[src/rtl/i2cs_pkg.sv]
package i2cs_pkg;

  // Strobes the control issues to the datapath, at most one bus event per cycle
  typedef struct packed {
    logic shiftIn;  // sample SDA into the receive byte
    logic ldPtr;    // pointer byte complete
    logic ldMsb;    // high data byte complete
    logic wrReg;    // low data byte complete: commit the register
    logic capTx;    // snapshot the selected register for a read
    logic shiftTx;  // advance the transmit shifter
    logic gcReset;  // general-call reset command accepted
  } strobe_t;

  typedef enum logic [2:0] {
    ST_IDLE, ST_ADDR, ST_ADDR_ACK, ST_RX, ST_RX_ACK, ST_TX, ST_TX_ACK
  } state_t;

  localparam logic [7:0] GC_RESET_CMD = 8'h06;
  localparam logic [4:0] HS_CODE_TOP  = 5'b00001;

endpackage

[src/rtl/i2cs_sync.sv]
module i2cs_sync #(
  parameter int SYNC_STAGES = 2,
  parameter int FILT_LEN    = 3
) (
  input  logic clk,
  input  logic rstN,
  input  logic sclIn,
  input  logic sdaIn,
  output logic sclF,
  output logic sdaF,
  output logic sclRise,
  output logic sclFall,
  output logic startDet,
  output logic stopDet
);
  logic [SYNC_STAGES-1:0] sclSync, sdaSync;
  logic [FILT_LEN-1:0]    sclHist, sdaHist;
  logic                   sclPrev, sdaPrev;

  function automatic logic majority(input logic [FILT_LEN-1:0] h);
    int n;
    n = 0;
    for (int i = 0; i < FILT_LEN; i++) if (h[i]) n++;
    return n > FILT_LEN / 2;
  endfunction

  always_ff @(posedge clk or negedge rstN) begin
    if (!rstN) begin
      sclSync <= '1; sdaSync <= '1;
      sclHist <= '1; sdaHist <= '1;
      sclF    <= 1'b1; sdaF <= 1'b1;
      sclPrev <= 1'b1; sdaPrev <= 1'b1;
    end else begin
      sclSync <= {sclSync[SYNC_STAGES-2:0], sclIn};
      sdaSync <= {sdaSync[SYNC_STAGES-2:0], sdaIn};
      sclHist <= {sclHist[FILT_LEN-2:0], sclSync[SYNC_STAGES-1]};
      sdaHist <= {sdaHist[FILT_LEN-2:0], sdaSync[SYNC_STAGES-1]};
      sclF    <= majority(sclHist);
      sdaF    <= majority(sdaHist);
      sclPrev <= sclF;
      sdaPrev <= sdaF;
    end
  end

  assign sclRise  = sclF & ~sclPrev;
  assign sclFall  = ~sclF & sclPrev;
  assign startDet = sclF & sclPrev & sdaPrev & ~sdaF;
  assign stopDet  = sclF & sclPrev & ~sdaPrev & sdaF;
endmodule

[src/rtl/i2cs_ctrl.sv]
module i2cs_ctrl
  import i2cs_pkg::*;
#(
  parameter logic [4:0] ADDR_BASE = 5'b10010
) (
  input  logic       clk,
  input  logic       rstN,
  input  logic       sdaF,
  input  logic       sclRise,
  input  logic       sclFall,
  input  logic       startDet,
  input  logic       stopDet,
  input  logic [1:0] strapSel,
  input  logic [7:0] rxByte,
  input  logic       txBit,
  output strobe_t    stb,
  output logic       sdaOe,
  output logic       hsMode
);
  state_t     state;
  logic [3:0] bitCnt;
  logic [1:0] byteIdx;
  logic       isRead, isGc, lastByte, ackDrive, masterAck, lsbSent;

  logic [6:0] myAddr;
  logic       rxDone, addrHs, addrMe, addrGc;

  assign myAddr = {ADDR_BASE, strapSel};
  assign rxDone = sclFall && (bitCnt == 4'd8);
  assign addrHs = rxByte[7:3] == HS_CODE_TOP;
  assign addrMe = rxByte[7:1] == myAddr;
  assign addrGc = (rxByte[7:1] == 7'd0) && !rxByte[0];
  assign sdaOe  = ackDrive | ((state == ST_TX) & ~txBit);

  always_comb begin
    stb = '0;
    if (!startDet && !stopDet) begin
      case (state)
        ST_ADDR: stb.shiftIn = sclRise && (bitCnt < 4'd8);
        ST_RX: begin
          stb.shiftIn = sclRise && (bitCnt < 4'd8);
          if (rxDone) begin
            if (isGc) stb.gcReset = rxByte == GC_RESET_CMD;
            else begin
              stb.ldPtr = byteIdx == 2'd0;
              stb.ldMsb = byteIdx == 2'd1;
              stb.wrReg = byteIdx == 2'd2;
            end
          end
        end
        ST_ADDR_ACK: stb.capTx   = sclFall && isRead;
        ST_TX:       stb.shiftTx = sclFall;
        default: ;
      endcase
    end
  end

  always_ff @(posedge clk or negedge rstN) begin
    if (!rstN) begin
      state <= ST_IDLE; bitCnt <= '0; byteIdx <= '0;
      isRead <= 1'b0; isGc <= 1'b0; lastByte <= 1'b0;
      ackDrive <= 1'b0; masterAck <= 1'b0; lsbSent <= 1'b0; hsMode <= 1'b0;
    end else if (startDet) begin
      state <= ST_ADDR; bitCnt <= '0; ackDrive <= 1'b0;
    end else if (stopDet) begin
      state <= ST_IDLE; ackDrive <= 1'b0; hsMode <= 1'b0;
    end else begin
      case (state)
        ST_ADDR: begin
          if (sclRise) bitCnt <= bitCnt + 4'd1;
          else if (rxDone) begin
            if (addrHs) begin
              hsMode <= 1'b1;
              state  <= ST_IDLE;
            end else if (addrMe || addrGc) begin
              ackDrive <= 1'b1;
              isRead   <= rxByte[0];
              isGc     <= addrGc;
              state    <= ST_ADDR_ACK;
            end else state <= ST_IDLE;
          end
        end
        ST_ADDR_ACK: if (sclFall) begin
          ackDrive <= 1'b0; bitCnt <= '0; byteIdx <= '0; lsbSent <= 1'b0;
          state    <= isRead ? ST_TX : ST_RX;
        end
        ST_RX: begin
          if (sclRise) bitCnt <= bitCnt + 4'd1;
          else if (rxDone) begin
            if (isGc && rxByte != GC_RESET_CMD) state <= ST_IDLE;
            else begin
              ackDrive <= 1'b1;
              lastByte <= isGc || (byteIdx == 2'd2);
              byteIdx  <= byteIdx + 2'd1;
              state    <= ST_RX_ACK;
            end
          end
        end
        ST_RX_ACK: if (sclFall) begin
          ackDrive <= 1'b0; bitCnt <= '0;
          state    <= lastByte ? ST_IDLE : ST_RX;
        end
        ST_TX: begin
          if (sclRise) bitCnt <= bitCnt + 4'd1;
          else if (sclFall && bitCnt == 4'd8) state <= ST_TX_ACK;
        end
        ST_TX_ACK: begin
          if (sclRise) masterAck <= !sdaF;
          else if (sclFall) begin
            if (masterAck && !lsbSent) begin
              lsbSent <= 1'b1; bitCnt <= '0; state <= ST_TX;
            end else state <= ST_IDLE;
          end
        end
        default: ;
      endcase
    end
  end
endmodule

[src/rtl/i2cs_data.sv]
module i2cs_data
  import i2cs_pkg::*;
#(
  parameter int NREG = 4,
  parameter logic [NREG*16-1:0] REG_INIT = 64'h3A35_2A25_1A15_0A05,
  localparam int PTR_W = $clog2(NREG)
) (
  input  logic             clk,
  input  logic             rstN,
  input  logic             sdaF,
  input  strobe_t          stb,
  output logic [7:0]       rxByte,
  output logic             txBit,
  output logic             regWrEn,
  output logic [PTR_W-1:0] regWrAddr,
  output logic [15:0]      regWrData,
  output logic             powerDown
);
  logic [15:0]      regFile [NREG];
  logic [PTR_W-1:0] ptr;
  logic [7:0]       msbHold;
  logic [15:0]      txShift;
  logic [15:0]      wrValue;

  assign wrValue = {msbHold, rxByte};
  assign txBit   = txShift[15];

  for (genvar k = 0; k < NREG; k++) begin : g_reg
    logic [15:0] r;
    always_ff @(posedge clk or negedge rstN) begin
      if (!rstN)                                      r <= REG_INIT[k*16 +: 16];
      else if (stb.gcReset)                           r <= REG_INIT[k*16 +: 16];
      else if (stb.wrReg && ptr == PTR_W'(k))         r <= wrValue;
    end
    assign regFile[k] = r;
  end

  always_ff @(posedge clk or negedge rstN) begin
    if (!rstN) begin
      rxByte <= '0; ptr <= '0; msbHold <= '0; txShift <= '1;
      regWrEn <= 1'b0; regWrAddr <= '0; regWrData <= '0; powerDown <= 1'b0;
    end else begin
      regWrEn <= stb.wrReg;
      if (stb.shiftIn) rxByte  <= {rxByte[6:0], sdaF};
      if (stb.ldPtr)   ptr     <= rxByte[PTR_W-1:0];
      if (stb.ldMsb)   msbHold <= rxByte;
      if (stb.capTx)        txShift <= regFile[ptr];
      else if (stb.shiftTx) txShift <= {txShift[14:0], 1'b1};
      if (stb.wrReg) begin
        regWrAddr <= ptr;
        regWrData <= wrValue;
        powerDown <= 1'b0;
      end
      if (stb.gcReset) begin
        ptr       <= '0;
        powerDown <= 1'b1;
      end
    end
  end
endmodule

[src/rtl/i2cs_top.sv]
module i2cs_top
  import i2cs_pkg::*;
#(
  parameter int NREG = 4,
  parameter logic [NREG*16-1:0] REG_INIT = 64'h3A35_2A25_1A15_0A05,
  parameter logic [4:0] ADDR_BASE = 5'b10010,
  parameter int SYNC_STAGES = 2,
  parameter int FILT_LEN = 3,
  localparam int PTR_W = $clog2(NREG)
) (
  input  logic             clk,
  input  logic             rstN,
  input  logic             sclIn,
  input  logic             sdaIn,
  input  logic [1:0]       strapSel,
  output logic             sdaOe,
  output logic             hsMode,
  output logic             powerDown,
  output logic             regWrEn,
  output logic [PTR_W-1:0] regWrAddr,
  output logic [15:0]      regWrData
);
  logic    sclF, sdaF, sclRise, sclFall, startDet, stopDet, txBit;
  logic [7:0] rxByte;
  strobe_t stb;

  i2cs_sync #(.SYNC_STAGES(SYNC_STAGES), .FILT_LEN(FILT_LEN)) u_sync (
    .clk(clk), .rstN(rstN), .sclIn(sclIn), .sdaIn(sdaIn),
    .sclF(sclF), .sdaF(sdaF), .sclRise(sclRise), .sclFall(sclFall),
    .startDet(startDet), .stopDet(stopDet));

  i2cs_ctrl #(.ADDR_BASE(ADDR_BASE)) u_ctrl (
    .clk(clk), .rstN(rstN), .sdaF(sdaF), .sclRise(sclRise), .sclFall(sclFall),
    .startDet(startDet), .stopDet(stopDet), .strapSel(strapSel),
    .rxByte(rxByte), .txBit(txBit), .stb(stb), .sdaOe(sdaOe), .hsMode(hsMode));

  i2cs_data #(.NREG(NREG), .REG_INIT(REG_INIT)) u_data (
    .clk(clk), .rstN(rstN), .sdaF(sdaF), .stb(stb), .rxByte(rxByte),
    .txBit(txBit), .regWrEn(regWrEn), .regWrAddr(regWrAddr),
    .regWrData(regWrData), .powerDown(powerDown));
endmodule

[config.mk]
export PLATFORM = sky130hd
export DESIGN_NAME = i2cs_top
export DESIGN_NICKNAME = d
export VERILOG_FILES = /design/src/rtl/i2cs_pkg.sv /design/src/rtl/i2cs_sync.sv /design/src/rtl/i2cs_ctrl.sv /design/src/rtl/i2cs_data.sv /design/src/rtl/i2cs_top.sv
export SDC_FILE = /design/constraint.sdc
export NUM_CORES = 1
export LEC_CHECK = 0
export BUFFER_PORTS_ARGS = -buffer_cell sky130_fd_sc_hd__buf_2
export CORE_MARGIN = 4
export CORE_UTILIZATION = 55
export CTS_CLUSTER_SIZE = 20
export DETAILED_ROUTE_END_ITERATION = 8
export PLACE_DENSITY_LB_ADDON = 0.12
export SLEW_MARGIN = 20
export SYNTH_ARGS = -nofsm -noshare
export SYNTH_HDL_FRONTEND = slang
export SYNTH_SLANG_ARGS = --single-unit
[constraint.sdc]
create_clock -name clk -period 2.3 [get_ports clk]
set_input_delay 0.46 -clock clk [delete_from_list [all_inputs] [get_ports clk]]
set_output_delay 0.46 -clock clk [all_outputs]
set_load 0.01 [all_outputs]
Word-level counts from Yosys, hierarchy flattened
Index checks and enable logic that the tools add are counted.
{"block": "op_classes", "eq_ne": 44, "n_lt_le_gt_ge": 4, "addsub": 6, "bitwise": 20, "mux": 85, "reduce_logical": 48}
{"op": "$mux 16", "n": 12}
{"op": "$mux 32", "n": 4}
{"op": "$add 32x2->32 const B", "n": 3}
{"op": "$gt 32x2->1 const B", "n": 2}
{"op": "$mux 3", "n": 19}
{"op": "$bmux 16 s2", "n": 1}
{"op": "$ne 4x1->1 const B", "n": 8}
{"op": "$mux 1", "n": 28}
{"op": "$mux 4", "n": 7}
{"op": "$reduce_and 7->1", "n": 4}
{"op": "$reduce_bool 2->1", "n": 12}
{"op": "$pmux 3 s6", "n": 1}
{"op": "$mux 2", "n": 8}
{"op": "$ne 4x4->1 const B", "n": 4}
{"op": "$ne 3x1->1 const B", "n": 4}
{"op": "$pmux 4 s3", "n": 1}
{"op": "$logic_and 1x1->1", "n": 11}
{"op": "$reduce_and 11->1", "n": 1}
{"op": "$ne 2x1->1 const B", "n": 5}
{"op": "$not 1->1", "n": 10}
{"op": "$eq 3x3->1 const B", "n": 3}
{"op": "$reduce_and 9->1", "n": 1}
{"op": "$and 1x1->1", "n": 8}
{"op": "$eq 8x3->1 const B", "n": 1}
{"op": "other kinds (34)", "n": 49}
{"block": "totals", "in_bits": 6, "reg_bits": 148, "word_cells": 237}

Logic depth before layout (Yosys ltp)
{"block": "logic_depth", "ltp_word": 10, "ltp_mapped": 8, "mapped_depth_nobuf": 7}

Cells and area by module
A second synthesis with hierarchy kept.
{"block": "hier_totals", "hier_cells": 667, "area_unflattened_um2": 7113.1}
{"mod": "i2cs_data", "area_per_inst_um2": 5326.4, "cells_each": 478, "n_inst": 1, "seq_area_each_um2": 3002.9}
{"mod": "i2cs_ctrl", "area_per_inst_um2": 1267.5, "cells_each": 156, "n_inst": 1, "seq_area_each_um2": 400.4}
{"mod": "i2cs_sync", "area_per_inst_um2": 519.2, "cells_each": 33, "n_inst": 1, "seq_area_each_um2": 367.9}

Worst setup path after synthesis
OpenSTA, ideal clock, no wires.
{"block": "synth_timing", "path_type": "register to register", "start": "register u_ctrl.bitCnt[0]", "end": "register u_data.g_reg[0].r[11]", "arrival_time_ps": 2127, "setup_time_ps": 90, "path_slack_ps": 83, "path_stages_with_launch": 9, "path_cell_list": "dfrtp_1 inv_1 ha_1 nand3b_1 or3_4 nor4_4 buf_6 mux2i_1 nand2_1"}
{"block": "synth_via", "elab_chain_len": 7}
{"element": "start: declaration", "line": "i2cs_ctrl.sv:21", "text": "logic [3:0] bitCnt;"}
{"element": "start signal: assignment", "line": "i2cs_ctrl.sv:70", "text": "if (sclRise) bitCnt <= bitCnt + 4'd1;"}
{"element": "start signal: assignment", "line": "i2cs_ctrl.sv:88", "text": "if (sclRise) bitCnt <= bitCnt + 4'd1;"}
{"element": "start signal: assignment", "line": "i2cs_ctrl.sv:104", "text": "if (sclRise) bitCnt <= bitCnt + 4'd1;"}
{"element": "$eq 4x4->1 *", "line": "i2cs_ctrl.sv:29", "text": "assign rxDone = sclFall && (bitCnt == 4'd8);"}
{"element": "$logic_and 1x1->1 *", "line": "i2cs_ctrl.sv:29"}
{"element": "$mux 3", "line": "i2cs_ctrl.sv:42", "text": "if (rxDone) begin"}
{"element": "$mux 3", "line": "i2cs_ctrl.sv:38", "text": "case (state)"}
{"element": "$mux 7 *", "line": "i2cs_ctrl.sv:37", "text": "if (!startDet && !stopDet) begin"}
{"element": "$logic_and 1x1->1", "line": "i2cs_data.sv:33", "text": "else if (stb.wrReg && ptr == PTR_W'(k)) r <= wrValue;"}
{"element": "$reduce_bool 2->1 (no source line)"}
{"element": "end signal: assignment", "line": "i2cs_data.sv:31", "text": "if (!rstN) r <= REG_INIT[k*16 +: 16];"}
{"element": "end signal: assignment", "line": "i2cs_data.sv:32", "text": "else if (stb.gcReset) r <= REG_INIT[k*16 +: 16];"}
{"element": "end signal: assignment", "line": "i2cs_data.sv:33"}
{"element": "end: declaration", "line": "i2cs_data.sv:29", "text": "logic [15:0] r;"}
Every way passes the cells marked *; elsewhere a longest branch is shown, timed or not.
A chain may end at the register's enable or synchronous reset.

Final worst setup path
{"block": "layout_timing", "start": "register u_ctrl.bitCnt[1]", "end": "register u_data.g_reg[1].r[9]"}
{"block": "layout_via", "elab_chain_len": 7}
{"element": "$eq 4x4->1 *", "line": "i2cs_ctrl.sv:29"}
{"element": "$logic_and 1x1->1 *", "line": "i2cs_ctrl.sv:29"}
{"element": "$mux 3", "line": "i2cs_ctrl.sv:42"}
{"element": "$mux 3", "line": "i2cs_ctrl.sv:38"}
{"element": "$mux 7 *", "line": "i2cs_ctrl.sv:37"}
{"element": "$logic_and 1x1->1", "line": "i2cs_data.sv:33"}
{"element": "$reduce_bool 2->1 (no source line)"}
{"element": "end signal: assignment", "line": "i2cs_data.sv:31"}
{"element": "end signal: assignment", "line": "i2cs_data.sv:32"}
{"element": "end signal: assignment", "line": "i2cs_data.sv:33"}
{"element": "end: declaration", "line": "i2cs_data.sv:29"}
Marks and branches as above.

==> flow_summary_export.csv <==
group,metric,value,unit
yosys,synth_cells,570,
yosys,ys_seq_elements,148,
clock_network,ctsHoldBuffers,0,
yosys,synthTopCellsByArea,"dfrtp_1 (35%), dfstp_2 (21%), mux2i_1 (7.7%)",
timing,max_slew_margin,0.5848,
pwr,p_leak,3.945,nW
setup_path,worstPathRequired,2650,ps
global_route,antenna_found_initial,0,
clock_network,numClockSinks,148,
timing,drv_slew,0,
floorplanning,die_w,119.2,um
yosys,yosysUniqueCellTypes,55,
layout,mostFrequentLayoutCells,"dfrtp_1 (94), nand2_1 (56), nor2_1 (54), dfstp_2 (54), mux2i_1 (51)",
setup_path,crit_path_max_fanout,6,
clock_network,cts_root_buf,"clkbuf_16",
routing,first_pass_iters,6,
yosys,async_flop_share,1.000,
routing,drc,0,
global_route,grt_pass1_vias,4643,
clock_network,clkTransAtPathRegs,60,ps
layout,stdcell_count,815,
clock_network,clock_path_buffers,2,
place,dpl.cell_count,769,
setup_path,start_kind,"register",
yosys,syn_avg_cell_area,11.93,sq um
global_route,grt_pass1_wl,25.07,mm
min_path,min_path_type,"in -> async",
layout,final_core_util,0.6757,
yosys,synth_top_area_share,0.3459,
routing,dr_total_vias,4655,
floorplanning,dieArea,14210,sq um
layout,diodes,0,
global_route,gr-usage-all-layers,0.2273,
yosys,synth_ff_type,"dfrtp_1",
timing,worstMarginPinSlew,614.7,ps
timing,setup_viol,0,
routing,ant_nets,0,
yosys,syn_nets,585,
floorplanning,start_util,0.5638,
timing,max_freq,445.8,MHz
clock_network,clk-insertion-delay-late,420,ps
routing,wl_per_cell,19.07,um
timing,min_period_over_period,0.9753,
routing,wirelength,15.54,mm
global_route,grt.overflow.total,0,
clock_network,cts_tree,"built",
place,io_buffers,27,
global_route,grt_max_degree,52,
flow_run,cap_violations,0,
setup_path,r2r_slack,60,ps
clock_network,numCtsBuffers,17,
layout,final_common_cell,"dfrtp_1",
setup_path,end_kind,"register",
layout,drive_gt1_frac,0.3539,
floorplanning,core_area,12060,sq um
place,hpwl,9.908,mm
pwr,worst_ir_drop_vdd,0.5623,mV
setup_path,path_class,"reg -> reg",
timing,rsz0062_at_grt,"true",
place,place_congestion,0.8600,
yosys,yosys.area.top_type,"dfrtp_1",
routing,vias_per_cell,5.712,
yosys,synth_edf_count,0,
layout,register_area,3771,sq um
layout,multi_input_area,2843,sq um
routing,drt_iter0_markers,349,
layout,fill_cells,881,
floorplanning,io_pins,28,
yosys,ys_seq_area_frac,0.5546,
timing,hold_violations,0,
setup_path,crit_arrival,2600,ps
layout,fin_nets,649,
layout,syn2layout_area_growth,19.85,%
timing,period_needed,2243,ps
pwr,p_per_area,790.8,nW/um^2
floorplanning,rows,40,
clock_network,h-tree-depth,4,
timing,skew,8.759,ps
outcome,outcome,"finished clean",
pwr,total_power,6.446,mW
yosys,synth_warnings,0,
yosys,synth_area,6800,sq um
floorplanning,die_y,119.2,um
[routing by layer]
metal	GRT usage	share of wire
met1	0.3247	0.46
met2	0.3532	0.47
met3	0.05128	0.047
met4	0.06227	0.014
met5	0	0
[worst max-delay path: stages, from the launching register on]
cell and delay, ps:
dfrtp_1 420, inv_1 80, ha_1 150, nand3b_1 230, or3_4 480, buf_6 140
nor4_4 200, buf_4 200, clkbuf_16 140, nand2_1 50, nand3_1 90
[cells in the mapped netlist (3+ instances only)]
cell type,instances
nand2_1,56
clkbuf_1,19
mux4_2,16
nand3_1,9
nor3_1,7
xor2_1,3
inv_1,19
ha_1,9
dfrtp_1,94
o21ai_0,21
mux2i_1,52
a21oi_1,28
nor2_1,55
and3_1,3
o21a_1,3
a22oi_1,3
buf_2,10
nand2b_1,8
dfstp_2,54
nand3b_1,5
a22o_1,16
mux2_2,34
[flip-flops by register name, summed over array words and instances, names as in the netlist, 3 cells and up]
signal	flops
u_data.g.r	64
u_sync.sclHist	3
u_ctrl.bitCnt	4
u_data.rxByte	8
u_ctrl.state	3
u_data.txShift	16
u_data.regWrData	16
u_sync.sdaHist	3
u_data.msbHold	8
[what timing repair did]
item	4_1_cts	5_1_grt
hold endpoints to repair	0	0
resized for setup	1	5
pin swaps	2	5
gates cloned	0	1
setup buffers	5	8
endpoints found under the setup margin	5	21
[power by group]
group	internal (mW)	switching (mW)	total, mW
logic	0.302	0.494	0.796
clock network	1.70	1.11	2.81
registers	2.73	0.105	2.84
[per-stage QoR]
stage | setup WS (ps) | TNS (ps) | cell area, sq um | hold WS, ps
after global routing | -28.80 | -82.09 | 8150 | 24.87
after floorplan | 83.04 | 0 | 6800 | 164.4
after detailed placement | 33.90 | 0 | 7366 | 348.5
final | 56.91 | 0 | 8150 | 8.566
after CTS | 4.114 | 0 | 8029 | 12.25
after global placement | 134.0 | 0 | 7366 | 346.3
[cells by family (layout without fill, tap and decap cells)]
| kind of cell | Yosys count | in the layout | share of synthesized area |
|---|---|---|---|
| multiplexers | 102 | 102 | 0.1858 |
| XOR/XNOR | 4 | 4 | 0.005153 |
| flip-flops | 148 | 148 | 0.5546 |
| buffers and inverters | 52 | 129 | 0.03275 |
| adder cells (fa/ha/maj) | 9 | 9 | 0.01656 |
| AO/OA/AOI/OAI | 89 | 89 | 0.08537 |
| AND/OR/NAND/NOR | 166 | 166 | 0.1198 |
[final timing paths]
kind	startpoint	to	cells past startpoint
max	u_ctrl.bitCnt[1]$_DFFE_PN0P_	u_data.g_reg[1].r[9]$_DFFE_PN1P_	10
min reg2reg	u_sync.sclSync[0]$_DFF_PN1_	u_sync.sclSync[1]$_DFF_PN1_	0
min in group clk	sclIn	u_sync.sclSync[0]$_DFF_PN1_	1
min	rstN	u_ctrl.lsbSent$_DFFE_PN0P_	1
max reg2reg	u_ctrl.bitCnt[1]$_DFFE_PN0P_	u_data.g_reg[1].r[9]$_DFFE_PN1P_	10
max in group asynchronous	rstN	u_data.txShift[12]$_DFFE_PN1P_	2
[area by class of cell]
| type | count | area share |
|---|---|---|
| Sequential cell | 148 | 0.4627 |
| Clock inverter | 12 | 0.01750 |
| Timing Repair Buffer | 78 | 0.07921 |
| Inverter | 19 | 0.008750 |
| Multi-Input combinational cell | 370 | 0.3488 |
| Tap cell | 168 | 0.02579 |
| Clock buffer | 20 | 0.05726 |
Note: power is estimated with default switching activity, not from simulation.
